--- src/rtl/vlen_set_unit.sv ---
module vlen_set_unit #(
  parameter int XLEN = 32,
  parameter int NREG = 32
) (
  input  logic                      clk,
  input  logic                      rst_n,
  input  logic                      cfg_we,
  input  logic                      cfg_fp,
  input  logic [$clog2(NREG)-1:0]   cfg_idx,
  input  logic [3:0]                cfg_len,
  input  logic [2:0]                cfg_ew,
  input  logic                      set_req,
  input  logic                      set_fp,
  input  logic [$clog2(NREG)-1:0]   set_idx,
  input  logic [XLEN-1:0]           set_rqlen,
  output logic [$clog2(XLEN):0]     vl_out,
  output logic                      set_done,
  output logic                      cfg_illegal,
  output logic [NREG-1:0]           int_vec_mask,
  output logic [NREG-1:0]           fp_vec_mask
);
  localparam int LW  = $clog2(XLEN) + 1;
  localparam int BL  = $clog2(XLEN / 8);
  localparam int PW  = 4 + BL + 1;
  localparam logic [2:0] BLV = 3'(BL);

  logic [3:0] len_q [2][NREG];
  logic [2:0] ew_q  [2][NREG];

  logic [3:0] s_len;
  logic [2:0] s_ew;
  logic [2:0] sh;
  logic       bad;
  logic [PW-1:0]   prod, clamp1;
  logic [XLEN-1:0] clamp1x, nxt;

  assign s_len = len_q[set_fp][set_idx];
  assign s_ew  = ew_q[set_fp][set_idx];

  always_comb begin
    bad = 1'b0;
    sh  = 3'd0;
    if (s_len != 4'd0 && s_ew != 3'd0) begin
      if (s_ew > 3'd5 || (s_ew - 3'd1) > BLV) bad = 1'b1;
      else sh = BLV - (s_ew - 3'd1);
    end
  end

  assign prod    = PW'((s_len == 4'd0) ? 4'd1 : s_len) << sh;
  assign clamp1  = (prod > PW'(XLEN)) ? PW'(XLEN) : prod;
  assign clamp1x = XLEN'(clamp1);
  assign nxt     = (set_rqlen < clamp1x) ? set_rqlen : clamp1x;

  always_ff @(posedge clk) begin
    if (!rst_n) begin
      for (int f = 0; f < 2; f++)
        for (int r = 0; r < NREG; r++) begin
          len_q[f][r] <= '0;
          ew_q[f][r]  <= '0;
        end
      vl_out      <= '0;
      set_done    <= 1'b0;
      cfg_illegal <= 1'b0;
    end else begin
      if (cfg_we) begin
        len_q[cfg_fp][cfg_idx] <= cfg_len;
        ew_q[cfg_fp][cfg_idx]  <= cfg_ew;
      end
      set_done    <= set_req;
      cfg_illegal <= set_req & bad;
      if (set_req && !bad) vl_out <= nxt[LW-1:0];
    end
  end

  for (genvar g = 0; g < NREG; g++) begin : g_mask
    assign int_vec_mask[g] = |len_q[0][g];
    assign fp_vec_mask[g]  = |len_q[1][g];
  end


  done_follows_req_chk: assert property (@(posedge clk) disable iff (!rst_n)
    set_req |=> set_done);

  done_has_cause_chk: assert property (@(posedge clk) disable iff (!rst_n)
    set_done |-> $past(set_req));

  vl_quiet_chk: assert property (@(posedge clk) disable iff (!rst_n)
    !set_done |-> $stable(vl_out));

  illegal_keeps_vl_chk: assert property (@(posedge clk) disable iff (!rst_n)
    cfg_illegal |-> (set_done && $stable(vl_out)));

  vl_bound_chk: assert property (@(posedge clk) disable iff (!rst_n)
    vl_out <= LW'(XLEN));

  zero_len_legal_chk: assert property (@(posedge clk) disable iff (!rst_n)
    (set_req && s_len == 4'd0) |=> !cfg_illegal);
endmodule

--- config.mk ---
export PLATFORM = sky130hd
export DESIGN_NAME = vlen_set_unit
export DESIGN_NICKNAME = d
export VERILOG_FILES = /design/src/rtl/vlen_set_unit.sv
export SDC_FILE = /design/constraint.sdc
export NUM_CORES = 1
export LEC_CHECK = 0
export CELL_PAD_IN_SITES_DETAIL_PLACEMENT = 1
export CELL_PAD_IN_SITES_GLOBAL_PLACEMENT = 1
export CORE_MARGIN = 8
export CORE_UTILIZATION = 45
export CTS_CLUSTER_SIZE = 14
export DETAILED_ROUTE_END_ITERATION = 8
export PLACE_DENSITY = 0.76
export SETUP_SLACK_MARGIN = 0.3
export SLEW_MARGIN = 10
export SYNTH_ARGS = -nofsm -noshare
export SYNTH_HDL_FRONTEND = slang
export SYNTH_SLANG_ARGS = --single-unit
--- constraint.sdc ---
create_clock -name clk -period 6.5 [get_ports clk]
set_clock_uncertainty 0.15 [all_clocks]
set_input_delay 1.3 -clock clk [delete_from_list [all_inputs] [get_ports clk]]
set_output_delay 1.3 -clock clk [all_outputs]
set_load 0.01 [all_outputs]
==> results of run 1 <==
[repair_timing]
| item | CTS | global route |
|---|---|---|
| gates resized for setup | 0 | 20 |
| endpoints found under the setup margin | 0 | 6 |
| endpoints found under the hold margin | 0 | 0 |
| hold buffers | 0 | 0 |
| buffers inserted | 0 | 2 |
[area by class of cell]
type                       instances  area [µm²]  share of cell area
sequential                       456       13600               0.558
clock inverter                    22         160             0.00657
tap                              600         751              0.0308
multi-input combinational        812        6470               0.266
clock buffer                      62        1270              0.0523
inverter                          16        60.1             0.00246
timing repair buffer             224        2040              0.0838
[routing by layer]
layer	track usage	up-vias	part of all wire
met5	0	-	0
met3	0.0383	123	0.073
met1	0.323	7244	0.39
li1	-	5732	-
met2	0.429	672	0.50
met4	0.0954	0	0.037
[where the power goes]
| group | switching, µW | internal (µW) | leakage [µW] |
|---|---|---|---|
| combinational | 486 | 351 | 0.00304 |
| sequential | 96.3 | 3440 | 0.00429 |
| clock | 1140 | 1460 | 0.000695 |
| total | 1720 | 5250 | 0.00803 |
[worst reg2reg max path: cells and delay by family (launching register included)]
family | cells | cell delay (ns)
and+or+nand+nor | 5 | 0.93
AOI/OAI and AO/OA | 11 | 2.28
adders and majority gates | 2 | 0.55
muxes | 2 | 0.64
DFF | 1 | 0.39
buffers and inverters | 3 | 0.32
[how the worst max path moves through the flow]
stage / end / slack, ns / cells after the start
2_1_floorplan: vl_out[3]$_SDFFE_PN0P_ / 0.30 / 24
3_3_place_gp: vl_out[3]$_SDFFE_PN0P_ / 0.05 / 26
3_5_place_dp: vl_out[4]$_SDFFE_PN0P_ / -0.22 / 25
4_1_cts: vl_out[4]$_SDFFE_PN0P_ / 0.37 / 26
5_1_grt: vl_out[4]$_SDFFE_PN0P_ / 0.27 / 24
6_report: vl_out[4]$_SDFFE_PN0P_ / 0.57 / 24
[logic make-up after synthesis]
kind of cell,count (synthesis),synth area share
adder cells (fa/ha/maj),10,0.00608
other,1,0.000182
multiplexers,136,0.131
flip-flops,456,0.662
AND/OR/NAND/NOR,538,0.125
AO/OA/AOI/OAI,127,0.0481
buffers and inverters,101,0.0275
[synthesized netlist by cell type, types with 10 or more instances]
library cell,number,area share
buf_6,10,0.0055
nor2b_1,11,0.0033
nand2_1,117,0.021
mux2i_1,24,0.012
mux4_2,106,0.12
buf_2,14,0.0034
clkbuf_1,47,0.0086
ha_1,10,0.0061
a21oi_1,34,0.0083
or4_1,64,0.023
nand3_1,15,0.0036
o22ai_1,12,0.0036
edfxtp_1,448,0.65
nor4_1,12,0.0036
inv_1,16,0.0029
nor3_1,11,0.0027
nor2_1,250,0.046
[state kept, by name (all words and copies together) (netlist names)]
signal,flops
vl_out,6
cfg_illegal,1
ew_q,192
len_q,256
set_done,1
[placed cells by master (no fill, tap or decap), types with 7 or more instances in the layout]
cell and n:
edfxtp_1 448, nor2_1 250, clkdlybuf4s50_1 120, nand2_1 117, mux4_2 106, buf_4 92
or4_1 64, clkbuf_16 49, a21oi_1 33, mux2i_1 24, inv_1 15, nand3_1 15
clkbuf_1 13, nor2b_1 11, nor4_1 11, o22ai_1 10, ha_1 10, clkinv_1 10
a22oi_1 9, nor3_1 9, nand2b_1 8, and3_1 8, dfxtp_1 8, o21ai_0 7
a32oi_1 7
[stage by stage]
step / setup slack (ns) / util / area [µm²] / hold slack (ns)
final: 0.568 / 0.538 / 24400 / 0.337
after global routing: 0.269 / 0.538 / 24400 / 0.353
after CTS: 0.373 / 0.536 / 24300 / 0.336
after detailed placement: -0.217 / 0.504 / 22800 / 0.323
after global placement: 0.0460 / 0.504 / 22800 / 0.310
after floorplan: 0.302 / - / 20600 / 0.331
==> summary.md, run 1 <==
| Metric | Value |
|---|---|
| Total power draw | 6970 µW |
| Reg-to-Reg Start | ew_q[0][0]$_SDFFCE_PN0P_ |
| Number of global-route vias before repair | 14640 |
| Clk Latency, worst-skew pair | 0.59 ns |
| Yosys cell types | 77 |
| CTS max path bufs | 3 |
| Initial antenna violation count | 0 |
| DR WL/cell | 30.8 µm |
| FF-to-FF path depth | 23 |
| CTS Root Cell | clkbuf_16 |
| CTS tree | yes |
| Vias after detailed routing | 13771 |
| Die Ht | 230 µm |
| Slew Limit Headroom | 0.194 |
| Num CTS Buffers | 48 |
| Io pins | 127 |
| Max Cap Viol | 0 |
| Lkg Pwr | 0.00803 µW |
| R2r endpoint | vl_out[4]$_SDFFE_PN0P_ |
| Final Net Count | 1623 |
| Crit path max fanout | 19 |
| Post-route setup TNS | 0 ns |
| WS Path Type | in2reg |
| Final min period | 5.93 ns |
| Number of synthesized flops with an enable pin | 448 |
| Achievable Freq | 0.169 GHz |
| Core Area | 45300 µm² |
| Endpoint class of the critical path | flip-flop |
| Pwr/cell area | 286 nW/µm² |
| RSZ-0062 raised after global routing | false |
| Worst Hold Launch | vl_out[3]$_SDFFE_PN0P_ |
| Synthesized area | 20600 µm² |
| Routability cong. | 0.928 |
| Grt ovf | 0 |
| Seq cells post-synth | 456 |
| Sequential area share after synthesis | 0.662 |
| Drt initial violations | 1355 |
| Hold Path Cell Cnt | 2 |
| Fin crit share | 0.913 |
| Die width | 230 µm |
| Hold Crit Endpoint | vl_out[3]$_SDFFE_PN0P_ |
| DR vias/cell | 6.28 |
| Filler Cell Count | 4348 |
| Largest net degree at the start of global routing | 40 |
| CTS H-tree depth | 2 |
| Hold Fails Final Rpt | 0 |
| Status | finished, final reports clean |
| Total iterations of the first detailed-routing run | 5 |
| Die ar. | 52800 µm² |
| Startpoint types | primary input |
| Crit path cell chain | buf_2, or3b_2, o22ai_1, nor4_2, and2_4, a21oi_4, inv_2, ha_1, or3_4, a32oi_4, nor2_4, a2111oi_4, mux2i_1, ha_1, a21o_1, a21oi_2, nor2_1, nor3_2, o31a_1, inv_1, a221oi_4, buf_6, a32oi_1, o21ai_2 |
| Top FF cell, synth | edfxtp_1 |
| Hpwl dp | 47800 µm |
| Dpl cells | 2106 |
| Synth Instances | 1369 |
| Clock sink total | 456 |
| Share of cells above drive strength 1 | 0.199 |
| Final antenna-violating net count | 0 |
| Most frequent CP cell | ha_1 |
| Count of final setup violators | 0 |
| Total GRT Usage | 0.252 |
| Area Overhead vs Synth | 18.5% |
| Syn nets | 1434 |
| Asr flop ratio synth | 0 |
| Worst path bufs/invs | 4 |
| Wirelength, routed | 67500 µm |
| Row cnt | 78 |
| Peak supply drop | 0.000179 V |
| Number of diodes | 0 |
| Worst-path clk slew | 0.06 ns |
| Slowest stage cell, crit path | or3b_2 |
| IO buf count | 126 |
| Critical path required time | 6.86 ns |
| Synth warnings | 0 |
| Initial core utilization | 0.454 |
| Flop-to-flop setup slack | 1.18 ns |
| Post-route insts no fill | 2192 |
| Largest stage delay, worst path | 0.50 ns |
| Arrival time at the worst endpoint | 6.30 ns |
| Critical Path Start | set_idx[2] |
| Worst slew pin tran | 1.20 ns |
| Final Slew Violations | 0 |
| # DRC | 0 |
| Hold Crit Class | reg2reg |
| Syn Area/Cell | 15.0 µm² |
| Wire length of the first global-routing pass | 99200 µm |
| Cell family with most CP delay | compound AO/OA/AOI/OAI gates |
(Power assumes the default switching activity.)
==> run 2: changes to the inputs <==
--- a/constraint.sdc
+++ b/constraint.sdc
@@ -3,3 +3,3 @@
 set_input_delay 1.3 -clock clk [delete_from_list [all_inputs] [get_ports clk]]
 set_output_delay 1.3 -clock clk [all_outputs]
-set_load 0.01 [all_outputs]
+set_load 0.02 [all_outputs]
==> results of run 2 <==
The final DEF is identical to that of run 1. Status: finished, final reports clean.
Main changes from that run: total power 6970 µW -> 6990 µW
